## config.mk

```make
export PLATFORM = sky130hd
export DESIGN_NAME = part_rst_seq
export DESIGN_NICKNAME = d
export VERILOG_FILES = /design/src/rtl/prs_pkg.sv /design/src/rtl/prs_sync.sv /design/src/rtl/prs_part_fsm.sv /design/src/rtl/prs_port_fan.sv /design/src/rtl/prs_sb_gate.sv /design/src/rtl/part_rst_seq.sv
export SDC_FILE = /design/constraint.sdc
export NUM_CORES = 1
export LEC_CHECK = 0
export CAP_MARGIN = 20
export CORE_UTILIZATION = 48
export DETAILED_ROUTE_END_ITERATION = 8
export PLACE_DENSITY = 0.95
export SYNTH_ARGS = -nofsm -noshare
export SYNTH_HDL_FRONTEND = slang
export SYNTH_SLANG_ARGS = --single-unit
```

## constraint.sdc

```tcl
create_clock -name clk -period 9.26 [get_ports clk]
set_input_delay 0.926 -clock clk [delete_from_list [all_inputs] [get_ports clk]]
set_output_delay 0.926 -clock clk [all_outputs]
set_load 0.02 [all_outputs]
```

## src/rtl/prs_pkg.sv

```systemverilog
package prs_pkg;

    typedef enum logic [2:0] {
        PS_IDLE     = 3'd0,
        PS_F_LOGIC  = 3'd1,
        PS_F_DETECT = 3'd2,
        PS_F_LOAD   = 3'd3,
        PS_F_HOLD   = 3'd4,
        PS_HOT      = 3'd5,
        PS_USBR     = 3'd6,
        PS_DSBR     = 3'd7
    } prs_state_e;

    function automatic logic is_fund(prs_state_e s);
        return (s == PS_F_LOGIC) || (s == PS_F_DETECT) ||
               (s == PS_F_LOAD)  || (s == PS_F_HOLD);
    endfunction

    function automatic logic link_held(prs_state_e s);
        return (s == PS_F_DETECT) || (s == PS_F_LOAD) || (s == PS_F_HOLD);
    endfunction

endpackage

```

## src/rtl/prs_sync.sv

```systemverilog
module prs_sync #(
    parameter int W = 4
) (
    input  logic         clk,
    input  logic         rst_n,
    input  logic [W-1:0] din,
    output logic [W-1:0] dout
);
    typedef struct packed {
        logic [W-1:0] s1;
        logic [W-1:0] s2;
    } sync_t;

    sync_t sync_d, sync_q;

    always_comb begin
        sync_d    = sync_q;
        sync_d.s1 = din;
        sync_d.s2 = sync_q.s1;
    end

    // Reset value 0 means "pin asserted": partitions stay held until the pin is seen high.
    always_ff @(posedge clk or negedge rst_n) begin
        if (!rst_n) sync_q <= '0;
        else        sync_q <= sync_d;
    end

    assign dout = sync_q.s2;
endmodule

```

## src/rtl/prs_part_fsm.sv

```systemverilog
module prs_part_fsm
    import prs_pkg::*;
#(
    parameter int NUM_PORT = 8
) (
    input  logic                clk,
    input  logic                rst_n,
    input  logic                fund_cause,
    input  logic                hot_req,
    input  logic                usbr_req,
    input  logic [NUM_PORT-1:0] dsbr_hit,
    output logic [2:0]          st_o,
    output logic [NUM_PORT-1:0] mask_o
);
    typedef struct packed {
        prs_state_e          st;
        logic [NUM_PORT-1:0] mask;
    } fsm_t;

    fsm_t fsm_d, fsm_q;

    always_comb begin
        fsm_d      = fsm_q;
        fsm_d.mask = '0;
        unique case (fsm_q.st)
            PS_IDLE: begin
                if (fund_cause)       fsm_d.st = PS_F_LOGIC;
                else if (hot_req)     fsm_d.st = PS_HOT;
                else if (usbr_req)    fsm_d.st = PS_USBR;
                else if (|dsbr_hit) begin
                    fsm_d.st   = PS_DSBR;
                    fsm_d.mask = dsbr_hit;
                end
            end
            PS_F_LOGIC:  fsm_d.st = PS_F_DETECT;
            PS_F_DETECT: fsm_d.st = PS_F_LOAD;
            PS_F_LOAD:   fsm_d.st = PS_F_HOLD;
            PS_F_HOLD:   fsm_d.st = fund_cause ? PS_F_HOLD : PS_IDLE;
            PS_HOT, PS_USBR, PS_DSBR:
                         fsm_d.st = fund_cause ? PS_F_LOGIC : PS_IDLE;
            default:     fsm_d.st = PS_F_LOGIC;
        endcase
    end

    // The chip-wide reset is itself a fundamental reset: start at step one.
    always_ff @(posedge clk or negedge rst_n) begin
        if (!rst_n) fsm_q <= '{st: PS_F_LOGIC, mask: '0};
        else        fsm_q <= fsm_d;
    end

    assign st_o   = fsm_q.st;
    assign mask_o = fsm_q.mask;
endmodule

```

## src/rtl/prs_port_fan.sv

```systemverilog
module prs_port_fan
    import prs_pkg::*;
#(
    parameter int NUM_PART = 4,
    parameter int NUM_PORT = 8
) (
    input  logic [NUM_PART-1:0][2:0]                   st_vec,
    input  logic [NUM_PART-1:0][NUM_PORT-1:0]          mask_vec,
    input  logic [NUM_PORT-1:0][$clog2(NUM_PART)-1:0]  port_map,
    input  logic [NUM_PORT-1:0]                        port_is_up,
    output logic [NUM_PORT-1:0]                        logic_rst,
    output logic [NUM_PORT-1:0]                        detect,
    output logic [NUM_PORT-1:0]                        clr_plain,
    output logic [NUM_PORT-1:0]                        clr_sticky,
    output logic [NUM_PORT-1:0]                        hot_out,
    output logic [NUM_PORT-1:0]                        train_en
);
    localparam int PW = $clog2(NUM_PART);

    always_comb begin
        logic_rst  = '0;
        detect     = '0;
        clr_plain  = '0;
        clr_sticky = '0;
        hot_out    = '0;
        train_en   = '1;
        for (int p = 0; p < NUM_PORT; p++) begin
            for (int k = 0; k < NUM_PART; k++) begin
                prs_state_e s;
                logic       sel;
                logic       usb_hit;
                s       = prs_state_e'(st_vec[k]);
                sel     = (port_map[p] == PW'(k));
                usb_hit = (s == PS_USBR) && !port_is_up[p];
                if (sel) begin
                    logic_rst[p]  = logic_rst[p] | is_fund(s) | (s == PS_HOT) | usb_hit;
                    detect[p]     = detect[p] | link_held(s);
                    clr_plain[p]  = clr_plain[p] | (s == PS_F_LOAD) | (s == PS_HOT) | usb_hit;
                    clr_sticky[p] = clr_sticky[p] | (s == PS_F_LOAD);
                    hot_out[p]    = hot_out[p] | ((s == PS_DSBR) && mask_vec[k][p]);
                    train_en[p]   = train_en[p] & !is_fund(s);
                end
            end
        end
    end
endmodule

```

## src/rtl/prs_sb_gate.sv

```systemverilog
module prs_sb_gate #(
    parameter int NUM_PORT = 8,
    parameter int DW       = 32
) (
    input  logic [NUM_PORT-1:0]         port_busy,
    input  logic [$clog2(NUM_PORT)-1:0] sb_port,
    input  logic                        sb_wr,
    input  logic [DW-1:0]               reg_rdata,
    input  logic [DW-1:0]               reg_dflt,
    output logic [DW-1:0]               sb_rdata,
    output logic                        reg_wr
);
    // Purely combinational: holds no state, so no partition reset can reach it.
    always_comb begin
        logic busy;
        busy     = port_busy[sb_port];
        sb_rdata = busy ? reg_dflt : reg_rdata;
        reg_wr   = sb_wr && !busy;
    end
endmodule

```

## src/rtl/part_rst_seq.sv

```systemverilog
module part_rst_seq #(
    parameter int NUM_PART = 4,
    parameter int NUM_PORT = 8,
    parameter int CTL_W    = 2,
    parameter int CTL_RST  = 2,
    parameter int DW       = 32
) (
    input  logic                                      clk,
    input  logic                                      rst_n,
    input  logic [NUM_PART-1:0]                       part_perst_n,
    input  logic [NUM_PART-1:0][CTL_W-1:0]            part_state,
    input  logic [NUM_PART-1:0]                       hot_req,
    input  logic [NUM_PART-1:0]                       usbr_req,
    input  logic [NUM_PORT-1:0]                       dsbr_req,
    input  logic [NUM_PORT-1:0][$clog2(NUM_PART)-1:0] port_map,
    input  logic [NUM_PORT-1:0]                       port_is_up,
    input  logic [$clog2(NUM_PORT)-1:0]               sb_port,
    input  logic                                      sb_wr,
    input  logic [DW-1:0]                             reg_rdata,
    input  logic [DW-1:0]                             reg_dflt,
    output logic [NUM_PORT-1:0]                       port_logic_rst,
    output logic [NUM_PORT-1:0]                       port_detect,
    output logic [NUM_PORT-1:0]                       port_clr_plain,
    output logic [NUM_PORT-1:0]                       port_clr_sticky,
    output logic [NUM_PORT-1:0]                       port_hot_out,
    output logic [NUM_PORT-1:0]                       port_train_en,
    output logic [DW-1:0]                             sb_rdata,
    output logic                                      reg_wr
);
    localparam int PW = $clog2(NUM_PART);
    localparam logic [CTL_W-1:0] RST_CODE = CTL_W'(CTL_RST);

    logic [NUM_PART-1:0]                perst_sync;
    logic [NUM_PART-1:0]                fund_cause;
    logic [NUM_PART-1:0][NUM_PORT-1:0]  dsbr_hit;
    logic [NUM_PART-1:0][2:0]           st_vec;
    logic [NUM_PART-1:0][NUM_PORT-1:0]  mask_vec;

    prs_sync #(.W(NUM_PART)) u_sync (
        .clk   (clk),
        .rst_n (rst_n),
        .din   (part_perst_n),
        .dout  (perst_sync)
    );

    always_comb begin
        for (int k = 0; k < NUM_PART; k++) begin
            fund_cause[k] = !perst_sync[k] || (part_state[k] == RST_CODE);
            for (int p = 0; p < NUM_PORT; p++)
                dsbr_hit[k][p] = dsbr_req[p] && !port_is_up[p] && (port_map[p] == PW'(k));
        end
    end

    for (genvar k = 0; k < NUM_PART; k++) begin : g_part
        prs_part_fsm #(.NUM_PORT(NUM_PORT)) u_fsm (
            .clk        (clk),
            .rst_n      (rst_n),
            .fund_cause (fund_cause[k]),
            .hot_req    (hot_req[k]),
            .usbr_req   (usbr_req[k]),
            .dsbr_hit   (dsbr_hit[k]),
            .st_o       (st_vec[k]),
            .mask_o     (mask_vec[k])
        );
    end

    prs_port_fan #(.NUM_PART(NUM_PART), .NUM_PORT(NUM_PORT)) u_fan (
        .st_vec     (st_vec),
        .mask_vec   (mask_vec),
        .port_map   (port_map),
        .port_is_up (port_is_up),
        .logic_rst  (port_logic_rst),
        .detect     (port_detect),
        .clr_plain  (port_clr_plain),
        .clr_sticky (port_clr_sticky),
        .hot_out    (port_hot_out),
        .train_en   (port_train_en)
    );

    prs_sb_gate #(.NUM_PORT(NUM_PORT), .DW(DW)) u_gate (
        .port_busy (port_logic_rst),
        .sb_port   (sb_port),
        .sb_wr     (sb_wr),
        .reg_rdata (reg_rdata),
        .reg_dflt  (reg_dflt),
        .sb_rdata  (sb_rdata),
        .reg_wr    (reg_wr)
    );
endmodule

```

==> flow_metrics.env, run 1 <==
export IMPL_status="finished clean"
export IMPL_drt_pre_antenna_iters=5
export IMPL_fin_skew_ps=6.56
export IMPL_synth_nets=735
export IMPL_grt_max_degree=53
export IMPL_avgSynthCellArea_sq_um=8.23
export IMPL_fp_dieW_um=104
export IMPL_rsz0062_at_grt="false"
export IMPL_setup_viol=0
export IMPL_cts_tree="built"
export IMPL_arrival_ps=4720
export IMPL_whs_ps=364
export IMPL_maxSlewViolCount=0
export IMPL_cts_reportedPaths_clkPinSlew_ps=110
export IMPL_cts_made_buffers=5
export IMPL_drive_above_1_share_pct=10.2
export IMPL_cp_end_kind="output pin"
export IMPL_synthTopCellsByCount="nor2_1 (73), dfrtp_1 (48), o21ai_0 (48)"
export IMPL_synth_top_area_cell="dfrtp_1"
export IMPL_synth_edff_count=0
export IMPL_clk_latency_ps=330
export IMPL_period_minus_slack_ps=5650
export IMPL_synth_seq_cells=52
export IMPL_synth_area_top_cells="dfrtp_1 (24%), mux4_2 (11%), mux2_2 (6.7%), nor2_1 (5.4%), o21ai_0 (4.8%)"
export IMPL_relSlewSlack_pct=18.5
export IMPL_syn_inst=613
export IMPL_vias=6056
export IMPL_synth_top_area_share_pct=23.8
export IMPL_io_pins=203
export IMPL_die_h_um=104
export IMPL_dieArea_sq_um=10900
export IMPL_antenna_cells=0
export IMPL_grt_pass1_wl_mm=33.3
export IMPL_required_ps=8330
export IMPL_post_cts_resized=0
export IMPL_hold_buffers=0
export IMPL_fp_row_count=37
export IMPL_ys_seq_area_share_pct=25.9
export IMPL_cts_setup_buffers=0
export IMPL_ir_drop_mv=0.174
export IMPL_final_period_utilization_pct=61.0
export IMPL_clock_sinks=52
export IMPL_clock_root_buffer="clkbuf_8"
export IMPL_clk_path_buf_depth=2
export IMPL_ys_types=60
export IMPL_overflow=0
export IMPL_hold_class="register to register"
export IMPL_layout_nets=893
export IMPL_antenna_found_initial=0
export IMPL_yosys_warnings=0
export IMPL_via_per_inst=6.67
export IMPL_finalHoldViolCount=0
export IMPL_cp_max_fo=33
export IMPL_worstSetupPathType="input pin to output pin"
export IMPL_io_buffers=202
export IMPL_synth_ff_type="dfrtp_1"
export IMPL_worst_pin_slew_ps=1210
export IMPL_dp_hpwl_mm=16.4
export IMPL_critPathLaunchType="input pin"
export IMPL_h_tree_depth=2
export IMPL_wl_per_cell_um=23.9
export IMPL_first_global_vias=5941
export IMPL_cap_violations=0
export IMPL_tns_ps=0
export IMPL_fmax_mhz=177
export IMPL_drtAntennaViolNets=0
export IMPL_async_flop_share_pct=100
export IMPL_place_congestion=0.952
export IMPL_finalWirelength_mm=21.7
export IMPL_gr_usage_all_layers_pct=40.2
export IMPL_initial_core_util_pct=49.3
export IMPL_power_density_nw_per_um2=265
export IMPL_core_area_sq_um=10200
export IMPL_syn_area_sq_um=5040
export IMPL_area_growth_pct=41.4
export IMPL_p_leak_nw=2.64
export IMPL_synth_most_common_cell="nor2_1"
export IMPL_drtIter0Drc=706
export IMPL_drc=0
[flip-flops by register name, summed over array words and instances (netlist names)]
register             count
u_sync.dout              4
u_sync.sync_d            4
g_part.u_fsm.mask_o     32
g_part.u_fsm.st_o       12
[worst max-delay path, cell delays in order]
cell and delay, ps:
clkdlybuf4s50_1 910, nand2b_1 230, a311oi_1 260, a31oi_1 90, nor4bb_1 240, a311o_1 420, a221oi_4 260, buf_4 410
mux2_2 390, clkdlybuf4s50_1 570
[stage by stage]
step | utilization (%) | power [mW] | worst slack (ps) | instances | instance area [sq um]
2_1_floorplan | - | 1.16 | 5210 | 613 | 5040
3_3_place_gp | 68.8 | 1.69 | 3790 | 900 | 7040
3_5_place_dp | 68.8 | 1.72 | 3700 | 900 | 7040
4_1_cts | 69.7 | 1.87 | 3680 | 908 | 7130
5_1_grt | 69.7 | 1.98 | 3430 | 908 | 7130
6_report | 69.7 | 1.89 | 3610 | 908 | 7130
[path summary, 6_finish.rpt]
path	endpoint	startpoint	cells past startpoint	slack [ps]
max reg2reg	g_part[0].u_fsm.st_o[1]	g_part[0].u_fsm.st_o[2]	5	6770
max in group asynchronous	u_sync.dout[3]	rst_n	2	8060
min reg2reg	u_sync.dout[3]	u_sync.sync_d[3]	0	360
min	u_sync.dout[3]	u_sync.sync_d[3]	0	360
max	sb_rdata[13]	port_map[2]	10	3610
min in group asynchronous	g_part[2].u_fsm.mask_o[2]	rst_n	2	730
[final cells by class]
class | count | area (sq um)
multi-input cells | 491 | 3450
fillers | 798 | 3100
repair buffers | 209 | 2070
flip-flops and latches | 52 | 1310
well taps | 136 | 170
clock buffers | 5 | 68.8
inverters | 12 | 45.0
clock inverters | 3 | 25.0
[layout by cell type, fill, tap and decap left out, types with 4 or more instances in the layout]
cell type        instances
a211oi_1                 4
inv_1                   12
nor2_1                  73
nand4b_1                10
a21oi_1                 33
nand2_1                 44
nor2b_1                 14
clkbuf_8                 5
and3_1                   5
clkdlybuf4s50_1        201
o211ai_1                22
o311ai_0                 6
buf_4                    7
a31oi_1                 13
dfstp_2                  4
o21ai_0                 48
or3_1                   15
o2111ai_1                6
nand4_1                  6
dfrtp_1                 48
a311oi_1                10
mux4_2                  24
nor3_1                  19
mux2_1                   4
nor3b_1                 10
nand3_1                 17
nand2b_1                26
mux2_2                  30
nand3b_1                 4
[kinds of logic after synthesis]
family	count (synthesis)	synth area share, %
AOI/OAI and AO/OA	176	23.5
xor gates and xnor gates	1	0.174
and+or+nand+nor	255	26.2
DFF	52	25.9
muxes	59	18.5
buffers and inverters	70	5.73
[where the power goes]
| part | internal (mW) | switching [mW] | leakage [nW] |
|---|---|---|---|
| clock | 0.0555 | 0.0919 | 0.0452 |
| sequential | 0.262 | 0.100 | 0.682 |
| combinational | 0.613 | 0.771 | 1.91 |
| total | 0.931 | 0.963 | 2.64 |
[metal layers]
| layer | vias to the layer above | share of wire (%) | GRT usage (%) |
|---|---|---|---|
| met5 | - | 0 | 0 |
| met4 | 0 | 6.5 | 26.3 |
| met3 | 97 | 10 | 9.02 |
| met2 | 490 | 48 | 65.8 |
| met1 | 2842 | 35 | 47.2 |
| li1 | 2627 | - | - |
(Power assumes the default switching activity.)
==> run 2: changes to the inputs <==
- CORE_UTILIZATION: 48 -> 40
- PLACE_DENSITY: 0.95 -> 0.88
- clock period: 9.26 -> 4.8 ns (I/O delays scaled with it)
==> run 2 against run 1 <==
Net effect:
- flip-flop and latch count unchanged
- first-iteration DRC count increased by 39%
- core utilization decreased by 8.8 points
- cell count increased by 5.8%
- critical path depth decreased by 1
- non-clock buffer count increased by 20
- setup slack got worse by 3200 ps
- power increased by 100%
- highest routed layer unchanged
- wire length increased by 0.43%
- sequential share of layout area decreased by 0.69 points
- count of clock-buffer cells in the layout increased by 1
- clock skew increased by 3.6 ps
==> flow_metrics.env, run 2 (synthesized netlist as in run 1, its figures left out) <==
export IMPL_via_per_inst=6.36
export IMPL_h_tree_depth=2
export IMPL_io_pins=203
export IMPL_reg2reg_slack_ps=2460
export IMPL_hold_buffers=0
export IMPL_cp_end_kind="output pin"
export IMPL_worst_pin_slew_ps=1200
export IMPL_vias=6112
export IMPL_p_leak_nw=2.78
export IMPL_total_power_mw=3.81
export IMPL_critPathLaunchType="register"
export IMPL_largest_reg_flops=32
export IMPL_comb_power_share_pct=71.7
export IMPL_drt_pre_antenna_iters=6
export IMPL_cp_max_fo=33
export IMPL_arrival_ps=3910
export IMPL_core_area_sq_um=12200
export IMPL_crit_start="g_part[2].u_fsm.st_o[2]"
export IMPL_maxSlewViolCount=0
export IMPL_required_ps=4320
export IMPL_whs_ps=303
export IMPL_finalWirelength_mm=21.8
export IMPL_drc=0
export IMPL_overflow=0
export IMPL_setup_viol=0
export IMPL_dp_hpwl_mm=16.7
export IMPL_drtAntennaViolNets=0
export IMPL_place_congestion=0.982
export IMPL_dp_cells=951
export IMPL_fp_dieW_um=114
export IMPL_drtIter0Drc=983
export IMPL_fp_row_count=40
export IMPL_layout_common_cells="clkdlybuf4s50_1 (201), nor2_1 (73), o21ai_0 (48), dfrtp_1 (48), nand2_1 (44)"
export IMPL_cts_made_buffers=5
export IMPL_cap_violations=0
export IMPL_antenna_found_initial=1
export IMPL_reg2reg_from="g_part[0].u_fsm.st_o[0]"
export IMPL_hold_class="input pin to async pin"
export IMPL_r2r_end="g_part[0].u_fsm.st_o[1]"
export IMPL_dieArea_sq_um=13100
export IMPL_clk_path_buf_depth=2
export IMPL_area_growth_pct=47.0
export IMPL_first_global_vias=5649
export IMPL_io_buffers=202
export IMPL_cts_tree="built"
export IMPL_layout_commonest_cell="clkdlybuf4s50_1"
export IMPL_drive_above_1_share_pct=12.4
export IMPL_grt_max_degree=53
export IMPL_switching_share_pct=48.2
export IMPL_p_int_mw=1.97
export IMPL_rsz0062_at_grt="false"
export IMPL_clk_latency_ps=300
export IMPL_fin_skew_ps=10.2
export IMPL_fmax_mhz=228
export IMPL_die_h_um=114
export IMPL_relSlewSlack_pct=19.9
export IMPL_switchingPower_mw=1.84
export IMPL_ir_drop_mv=0.254
export IMPL_tns_ps=0
export IMPL_clock_root_buffer="clkbuf_16"
export IMPL_cts_setup_buffers=0
export IMPL_worstSetupPathType="register to output pin"
export IMPL_seq_power_share_pct=17.3
export IMPL_num_fill_cells=1049
export IMPL_cts_reportedPaths_clkPinSlew_ps=70
export IMPL_clock_sinks=52
export IMPL_wl_per_cell_um=22.7
export IMPL_post_cts_resized=0
export IMPL_status="finished clean"
export IMPL_finalHoldViolCount=0
export IMPL_initial_core_util_pct=41.5
export IMPL_power_density_nw_per_um2=515
export IMPL_layout_nets=913
export IMPL_final_period_utilization_pct=91.5
export IMPL_period_minus_slack_ps=4390
export IMPL_p_clk_share_pct=11.0
export IMPL_ff2ff_path_depth=4
export IMPL_layout_cells_non_filler=961
export IMPL_gr_usage_all_layers_pct=33.2
export IMPL_grt_pass1_wl_mm=32.3
## run 2: power groups by stage
stage                     Clock, mW  Combinational [mW]  Sequential, mW
after floorplan                   0                1.71           0.539
final                         0.419                2.74           0.660
after global placement            0                2.62           0.657
after global routing          0.439                2.88           0.672
after CTS                     0.422                2.68           0.651
after detailed placement          0                2.67           0.660
## run 2: worst max path at each step
stage                    to  slack, ps  cells past startpoint
2_1_floorplan   sb_rdata[0]       1600                     10
3_3_place_gp   sb_rdata[16]        670                     10
3_5_place_dp   sb_rdata[14]        610                     10
4_1_cts        sb_rdata[30]        480                      9
5_1_grt        sb_rdata[27]        310                      9
6_report       sb_rdata[28]        410                      9
## run 2: through the flow
step / util, % / setup WS (ps) / area [sq um]
after global placement: 59.5 / 675 / 7230
after global routing: 60.9 / 312 / 7410
after CTS: 60.9 / 483 / 7400
after floorplan: - / 1600 / 5040
final: 60.9 / 406 / 7410
after detailed placement: 59.5 / 613 / 7230
## run 2: layout make-up
type,count,area [sq um],area share [%]
repair buffers,229,2230,30.1
inverters,12,45.0,0.608
clock buffers,6,129,1.74
clock inverters,2,38.8,0.523
well taps,168,210,2.84
multi-input cells,491,3450,46.5
flip-flops and latches,52,1310,17.6
diodes,1,2.50,0.0338
## run 2: critical path, stage by stage, from the launching register on
cell and delay [ps]:
dfrtp_1 790, or3_1 240, nand2_1 310, o211ai_1 350, nor4_1 90, a311o_1 360
a221oi_4 300, buf_12 240, mux2_2 360, clkdlybuf4s50_1 570
## run 2: metal layers
| metal | GRT usage, % | vias up | part of all wire (%) |
|---|---|---|---|
| met5 | 0 | - | 0 |
| li1 | - | 2668 | - |
| met1 | 38.9 | 2843 | 34 |
| met2 | 57.1 | 511 | 49 |
| met4 | 16.9 | 0 | 5.5 |
| met3 | 7.46 | 90 | 12 |
